<file path="src/rtl/fc_pkg.sv">
package fc_pkg;
  localparam int THR_W = 3;
  typedef logic [THR_W-1:0] thr_code_t;

  // Free-byte limit for a threshold code: 512, then 1024 + 256 per step.
  function automatic int unsigned thr_limit(input thr_code_t code);
    if (code == '0) return 32'd512;
    return 32'd768 + 32'd256 * int'(code);
  endfunction
endpackage

</file>
<file path="src/rtl/fc_thresh.sv">
module fc_thresh
  import fc_pkg::*;
#(
  parameter int FREE_W = 13
) (
  input  logic              clk,
  input  logic              rst,
  input  logic              cfg_wr,
  input  thr_code_t         cfg_code,
  input  logic [FREE_W-1:0] free_bytes,
  output thr_code_t         code_q,
  output logic              fifo_low
);
  logic [FREE_W-1:0] limit;

  always_comb limit = FREE_W'(thr_limit(code_q));

  always_ff @(posedge clk) begin
    if (rst) begin
      code_q   <= '0;
      fifo_low <= 1'b0;
    end else begin
      if (cfg_wr) code_q <= cfg_code;
      fifo_low <= (free_bytes <= limit);
    end
  end
endmodule

</file>
<file path="src/rtl/fc_xoff.sv">
module fc_xoff (
  input  logic clk,
  input  logic rst,
  input  logic xoff_wr,
  input  logic xon_wr,
  input  logic desc_pulse,
  output logic xoff_q
);
  always_ff @(posedge clk) begin
    if (rst)                        xoff_q <= 1'b0;
    else if (xon_wr)                xoff_q <= 1'b0;
    else if (xoff_wr || desc_pulse) xoff_q <= 1'b1;
  end


  xon_clears_chk: assert property (@(posedge clk) disable iff (rst)
    xon_wr |=> !xoff_q);

  xoff_sets_chk: assert property (@(posedge clk) disable iff (rst)
    ((xoff_wr || desc_pulse) && !xon_wr) |=> xoff_q);
endmodule

</file>
<file path="src/rtl/fc_tx_req.sv">
module fc_tx_req #(
  parameter int PAUSE_TIME = 256
) (
  input  logic clk,
  input  logic rst,
  input  logic full_cond,
  input  logic tick,
  output logic full_q,
  output logic req
);
  localparam int HALF  = (PAUSE_TIME / 2 < 1) ? 1 : PAUSE_TIME / 2;
  localparam int CNT_W = $clog2(HALF + 1);

  logic [CNT_W-1:0] cnt;
  logic             rpt_due;

  always_comb rpt_due = full_q && full_cond && tick && (cnt == CNT_W'(HALF - 1));

  always_ff @(posedge clk) begin
    if (rst) begin
      full_q <= 1'b0;
      req    <= 1'b0;
      cnt    <= '0;
    end else begin
      full_q <= full_cond;
      req    <= full_cond && (!full_q || rpt_due);
      if (!full_cond || !full_q) cnt <= '0;
      else if (tick)             cnt <= rpt_due ? '0 : cnt + 1'b1;
    end
  end


  req_single_chk: assert property (@(posedge clk) disable iff (rst)
    req |=> !req);

  req_in_full_chk: assert property (@(posedge clk) disable iff (rst)
    req |-> full_q);

  entry_req_chk: assert property (@(posedge clk) disable iff (rst)
    $rose(full_q) |-> req);
endmodule

</file>
<file path="src/rtl/fc_rx_pause.sv">
module fc_rx_pause #(
  parameter int PT_W = 16
) (
  input  logic            clk,
  input  logic            rst,
  input  logic            pause_v,
  input  logic            pause_low_v,
  input  logic [PT_W-1:0] value,
  input  logic            tick,
  output logic            inhibit,
  output logic            paused,
  output logic            paused_low
);
  logic [PT_W-1:0] timer, timer_n;
  logic            any_cmd;

  always_comb begin
    any_cmd = pause_v || pause_low_v;
    if (any_cmd)                     timer_n = value;
    else if (tick && timer != '0)    timer_n = timer - 1'b1;
    else                             timer_n = timer;
  end

  always_ff @(posedge clk) begin
    if (rst) begin
      timer      <= '0;
      inhibit    <= 1'b0;
      paused     <= 1'b0;
      paused_low <= 1'b0;
    end else begin
      timer   <= timer_n;
      inhibit <= (timer_n != '0);
      if (pause_v)              paused <= (value != '0);
      else if (timer_n == '0)   paused <= 1'b0;
      if (pause_v)              paused_low <= 1'b0;
      else if (pause_low_v)     paused_low <= (value != '0);
      else if (timer_n == '0)   paused_low <= 1'b0;
    end
  end


  inhibit_fall_chk: assert property (@(posedge clk) disable iff (rst)
    $fell(inhibit) |-> $past(tick || pause_v || pause_low_v));

  paused_inhibit_chk: assert property (@(posedge clk) disable iff (rst)
    (paused || paused_low) |-> inhibit);

  low_cleared_chk: assert property (@(posedge clk) disable iff (rst)
    pause_v |=> !paused_low);

  hold_chk: assert property (@(posedge clk) disable iff (rst)
    (!tick && !pause_v && !pause_low_v) |=> $stable(inhibit));
endmodule

</file>
<file path="src/rtl/fc_unit.sv">
module fc_unit
  import fc_pkg::*;
#(
  parameter int FREE_W     = 13,
  parameter int PT_W       = 16,
  parameter int PAUSE_TIME = 256
) (
  input  logic              clk,
  input  logic              rst,
  input  logic              cfg_wr,
  input  logic [2:0]        cfg_thresh,
  input  logic              xoff_wr,
  input  logic              xon_wr,
  input  logic              desc_fc_pulse,
  input  logic [FREE_W-1:0] rx_free_bytes,
  input  logic              rx_pause_valid,
  input  logic              rx_pause_low_valid,
  input  logic [PT_W-1:0]   rx_pause_value,
  input  logic              quanta_tick,
  output logic              tx_pause_req,
  output logic              tx_inhibit,
  output logic [2:0]        stat_thresh,
  output logic              stat_xoff,
  output logic              stat_full,
  output logic              stat_paused,
  output logic              stat_paused_low
);
  thr_code_t code_q;
  logic      fifo_low, xoff_q, full_cond;

  fc_thresh #(.FREE_W(FREE_W)) u_thresh (
    .clk(clk), .rst(rst), .cfg_wr(cfg_wr), .cfg_code(cfg_thresh),
    .free_bytes(rx_free_bytes), .code_q(code_q), .fifo_low(fifo_low));

  fc_xoff u_xoff (
    .clk(clk), .rst(rst), .xoff_wr(xoff_wr), .xon_wr(xon_wr),
    .desc_pulse(desc_fc_pulse), .xoff_q(xoff_q));

  always_comb full_cond = fifo_low || xoff_q;

  fc_tx_req #(.PAUSE_TIME(PAUSE_TIME)) u_tx_req (
    .clk(clk), .rst(rst), .full_cond(full_cond), .tick(quanta_tick),
    .full_q(stat_full), .req(tx_pause_req));

  fc_rx_pause #(.PT_W(PT_W)) u_rx_pause (
    .clk(clk), .rst(rst), .pause_v(rx_pause_valid),
    .pause_low_v(rx_pause_low_valid), .value(rx_pause_value),
    .tick(quanta_tick), .inhibit(tx_inhibit), .paused(stat_paused),
    .paused_low(stat_paused_low));

  always_comb stat_thresh = code_q;
  always_comb stat_xoff   = xoff_q;


  xoff_full_chk: assert property (@(posedge clk) disable iff (rst)
    stat_xoff |=> stat_full);

  thresh_load_chk: assert property (@(posedge clk) disable iff (rst)
    cfg_wr |=> (stat_thresh == $past(cfg_thresh)));
endmodule

</file>
<file path="config.mk">
export PLATFORM = sky130hd
export DESIGN_NAME = fc_unit
export DESIGN_NICKNAME = d
export VERILOG_FILES = /design/src/rtl/fc_pkg.sv /design/src/rtl/fc_thresh.sv /design/src/rtl/fc_xoff.sv /design/src/rtl/fc_tx_req.sv /design/src/rtl/fc_rx_pause.sv /design/src/rtl/fc_unit.sv
export SDC_FILE = /design/constraint.sdc
export NUM_CORES = 1
export LEC_CHECK = 0
export ABC_AREA = 1
export BUFFER_PORTS_ARGS = -buffer_cell sky130_fd_sc_hd__buf_2
export CAP_MARGIN = 15
export CORE_ASPECT_RATIO = 1.4
export CORE_MARGIN = 8
export CORE_UTILIZATION = 59
export CTS_CLUSTER_SIZE = 20
export DETAILED_ROUTE_END_ITERATION = 10
export GPL_TIMING_DRIVEN = 0
export PLACE_DENSITY = 0.93
export SETUP_SLACK_MARGIN = 0.3
export SLEW_MARGIN = 20
export SYNTH_ARGS = -nofsm -noshare
export SYNTH_HDL_FRONTEND = slang
export SYNTH_SLANG_ARGS = --single-unit
</file>
<file path="constraint.sdc">
create_clock -name clk -period 6 [get_ports clk]
set_clock_uncertainty 0.15 [all_clocks]
set_input_delay 0.6 -clock clk [delete_from_list [all_inputs] [get_ports clk]]
set_output_delay 0.6 -clock clk [all_outputs]
set_load 0.005 [all_outputs]
</file>
==> reports/results.txt <==
The cell count after synthesis came out at 357. Once the floorplan was initialized, standard cells occupied 61.50% of the core. The tools report the data arrival time at the worst-slack endpoint as 2440 ps. After routing the design area is 0.002664 mm2. The number of buffers and inverters on the critical path is 3. On the worst path, the slowest cell contributes a delay of 320 ps. Summing the sequential cell areas from Yosys gives 30.11% of the chip area. The maximum fanout along the worst path was 7; the maximum number of buffers from clock root to sink was 2. In the post-route analysis, the smallest setup slack over all paths is 3565 ps. The floorplan step set the die height to 89.25 um.

The hold violation total from the final report came out at 0. The die covers 0.006097 mm2. The headroom to the max-slew limit was 62.88%; the worst voltage drop across the vdd grid was 0.0002926 V. The area share of fa/ha/maj cells after synthesis is 4.981%, and the end-of-flow core utilization is 72.46%.

OpenSTA, run right after detailed placement, puts the worst setup slack at 3441 ps. In this run, post-CTS hold repair placed 0 buffers. Initial antenna violation count: 0. The worst-margin pin slew works out to 556.8 ps. The via count of the first global-routing pass is 2,608. The tools report the total negative slack as 0 ps. The start of the worst register-to-register path was u_rx_pause.timer[0]. Entering global routing, the biggest net connects 11 pins. The kind of cell with the highest combined delay along the critical path is simple AND/OR/NAND/NOR gates.

Counting tap cells, the placed design contains a total of 447 instances. The layout-stage area growth over the synthesis result came out at 17.82%. TritonCTS built the clock tree. In the finished design, the share of the clock period the worst path needs comes to 40.58%. The main combinational cell family by area after synthesis was simple AND/OR/NAND/NOR gates. The worst hold path begins at rx_free_bytes[12]. For this design the top-level I/O count stands at 50. The finished layout holds 455 standard cells, fillers aside. Combined global-route utilization of all metal layers: 22.88%. For this run, the number of Yosys warnings is 0. In this run, post-CTS repair resized a total of 0 instances. Clock-pin slew was measured on the worst setup and hold paths at 70 ps. The tools report the root buffer selected by CTS as sky130_fd_sc_hd__clkbuf_8. The pre-antenna-repair detailed-routing pass consisted of 4 iterations.

In the final design database the tool counted 462 nets. The critical path in this run is classified as reg -> reg. The clock net in this run drives a total of 34 sinks. The post-detailed-route via-to-cell ratio is 5.620. The number of buffers added on ports was 48. The H-tree level count is 2. Traced cell by cell, the critical path runs through inv_1 -> ha_1 -> clkbuf_1 -> nand2_1 -> inv_1 -> nand2_1 -> nand2_1 -> nand2_1 -> nand2_1 -> nand3_1 -> o21ai_1 -> nand2_1 -> nor2_1 -> nand3_2 -> nand2_1 -> a21oi_1. The detail route stage leaves a number of antenna-violating nets equal to 0. The total vias in the final route was 2,557; the latest clock arrival within the worst-skew pair was 290 ps. The minimum clock period after layout was 2435 ps. STA classifies the critical path endpoint as a flip-flop. The xor/xnor cell area share of the yosys netlist was 1.550%. Static leakage: 1.308 nW. The cell area that synthesis handed to floorplanning was 0.002261 mm2. After detailed routing, the average wire length per cell comes to 14.03 um. The final RePlAce weighted congestion is 0.9097, and the multiplexer fraction of the synthesized cell area is 0%. The average cell area after synthesis came out at 6.333 um2. The top cell types in the final layout, fill and taps aside, are sky130_fd_sc_hd__nand2_1, sky130_fd_sc_hd__buf_2, sky130_fd_sc_hd__nor2_1.

The core region area is 0.003676 mm2, and the flop and latch count out of synthesis is 34. Most repeated library cell on the critical path: sky130_fd_sc_hd__nand2_1. For the data required time of the critical path, the log shows 6010 ps. The library cell used most frequently in the layout, excluding fill and tap cells, is sky130_fd_sc_hd__nand2_1. Cell type with the highest aggregate area in the netlist: sky130_fd_sc_hd__dfxtp_1. The routed design has 6382 um of wire. The run finished with clean final reports.

The tools report the count of cell types in the netlist as 33. Sorting the synthesized cells by area gives the leading types as sky130_fd_sc_hd__dfxtp_1, sky130_fd_sc_hd__nand2_1, sky130_fd_sc_hd__nor2_1, sky130_fd_sc_hd__nand3_1, sky130_fd_sc_hd__inv_1. Measured along the x axis, the die boundary spans 68.32 um. Based on the critical path, the design can be clocked at up to 410.7 MHz.

The completed layout was analyzed and its total power is 0.5916 mW. For this design, the slowest cell found on the critical path is sky130_fd_sc_hd__dfxtp_1. The antenna diode instance count is 0, and the placed cell area is 0.002554 mm2. The worst setup path is launched from a flip-flop. The class of the tightest hold or removal check was in -> reg.

The run gives 10,940 um as the global-route wire length before repair. Summing the areas of all and, or, nand and nor instances in the mapped netlist gives 48.87% of the synthesized area. Hold timing on the final database bottoms out at a slack of 320.7 ps. The remaining design rule violation count is 0, and the fraction of the mapped netlist area in compound gates is 7.028%. The power per unit of standard cell area is 222.1 mW/mm2, and the count of final setup violators is 0.

In this run the core area contains 26 standard-cell rows. The half-perimeter wire length after placement is 4945 um. Counting the buffers created by CTS gives 5. The number of setup buffers added after CTS is 0. The critical path launch point is u_rx_pause.timer[0].

The proportion of netlist area held by the largest area contributor works out to 30.11%. The tools report the max-capacitance violation count as 0. Setup repair after global routing left no endpoint under its margin.

The logs give 0 for the global route total overflow and 407 for the net count after synthesis. The first routing iteration left 104 violations. The run gives 0 as the max-slew violation count. The share of layout cells above drive strength 1 is 20.10%.
[worst reg2reg max path, delay by kind of cell, from the launching register on]
family | cells | cell delay (ps)
AO/OA/AOI/OAI | 2 | 200
flip-flops | 1 | 320
AND/OR/NAND/NOR | 10 | 900
buffers and inverters | 3 | 550
adder cells (fa/ha/maj) | 1 | 180
[cell type report]
class | instances | area (um2)
multi-input combinational | 283 | 1411
fill | 265 | 1012
sequential | 34 | 680.7
timing repair buffer | 48 | 240.2
inverter | 32 | 120.1
clock buffer | 8 | 110.1
tap | 42 | 52.55
buffer | 8 | 48.80
[power breakdown]
part | leakage (nW) | total, mW | internal, mW | switching [mW]
clock network | 0.0575 | 0.201 | 0.116 | 0.0852
registers | 0.281 | 0.250 | 0.238 | 0.0124
logic | 0.970 | 0.140 | 0.0550 | 0.0852
total | 1.31 | 0.592 | 0.409 | 0.183
[flip-flops by register name (all words and copies together), names as in the netlist]
name,cells
u_tx_req.full_q,1
u_tx_req.req,1
u_rx_pause.paused_low,1
u_xoff.xoff_q,1
u_rx_pause.paused,1
u_rx_pause.inhibit,1
u_thresh.fifo_low,1
u_thresh.code_q,3
u_rx_pause.timer,16
u_tx_req.cnt,8
[final timing paths]
kind | endpoint | slack (ps) | depth (start not counted)
worst max-delay path | u_rx_pause.paused | 3570 | 16
worst min-delay path | u_thresh.fifo_low | 320 | 2
worst max register to register | u_rx_pause.paused | 3570 | 16
worst min register to register | u_tx_req.full_q | 340 | 2
[synthesized netlist by cell type]
| master | count |
|---|---|
| sky130_fd_sc_hd__nand2_1 | 113 |
| sky130_fd_sc_hd__nor2_1 | 48 |
| sky130_fd_sc_hd__dfxtp_1 | 34 |
| sky130_fd_sc_hd__inv_1 | 31 |
| sky130_fd_sc_hd__nand3_1 | 29 |
| sky130_fd_sc_hd__a21oi_1 | 17 |
| sky130_fd_sc_hd__or2_2 | 10 |
| sky130_fd_sc_hd__ha_1 | 9 |
| sky130_fd_sc_hd__nor4_1 | 7 |
| sky130_fd_sc_hd__o21ai_0 | 7 |
| sky130_fd_sc_hd__nor3_1 | 6 |
| sky130_fd_sc_hd__clkbuf_1 | 5 |
| sky130_fd_sc_hd__nand3b_1 | 5 |
| sky130_fd_sc_hd__nand4_1 | 5 |
| sky130_fd_sc_hd__nand2_2 | 3 |
| sky130_fd_sc_hd__nand3_2 | 3 |
| sky130_fd_sc_hd__nor2_2 | 3 |
| sky130_fd_sc_hd__nor3b_1 | 3 |
| sky130_fd_sc_hd__xor2_1 | 3 |
| sky130_fd_sc_hd__nor2_4 | 2 |
| sky130_fd_sc_hd__o21ai_1 | 2 |
| sky130_fd_sc_hd__a211oi_1 | 1 |
| sky130_fd_sc_hd__a21boi_0 | 1 |
| sky130_fd_sc_hd__a21o_1 | 1 |
| sky130_fd_sc_hd__a31oi_1 | 1 |
| sky130_fd_sc_hd__and3_1 | 1 |
| sky130_fd_sc_hd__buf_12 | 1 |
| sky130_fd_sc_hd__buf_2 | 1 |
| sky130_fd_sc_hd__clkbuf_2 | 1 |
| sky130_fd_sc_hd__inv_2 | 1 |
| sky130_fd_sc_hd__nand2_4 | 1 |
| sky130_fd_sc_hd__nand2_8 | 1 |
| sky130_fd_sc_hd__xnor2_1 | 1 |
[cell families (layout without fill, tap and decap cells)]
family	Yosys count	count (layout)
DFF	34	34
AOI/OAI and AO/OA	30	30
buffers and inverters	40	96
xor gates and xnor gates	4	4
adders and majority gates	9	9
and+or+nand+nor	240	240
[per-layer routing]
metal	vias up	global-route usage (%)	part of all wire, %
met5	-	0	0
met3	23	6.524	5.8
li1	1264	-	-
met2	96	41.95	52
met1	1174	22.14	38
met4	0	11.96	4.0
No activity file was read; power rests on OpenSTA's default activity.
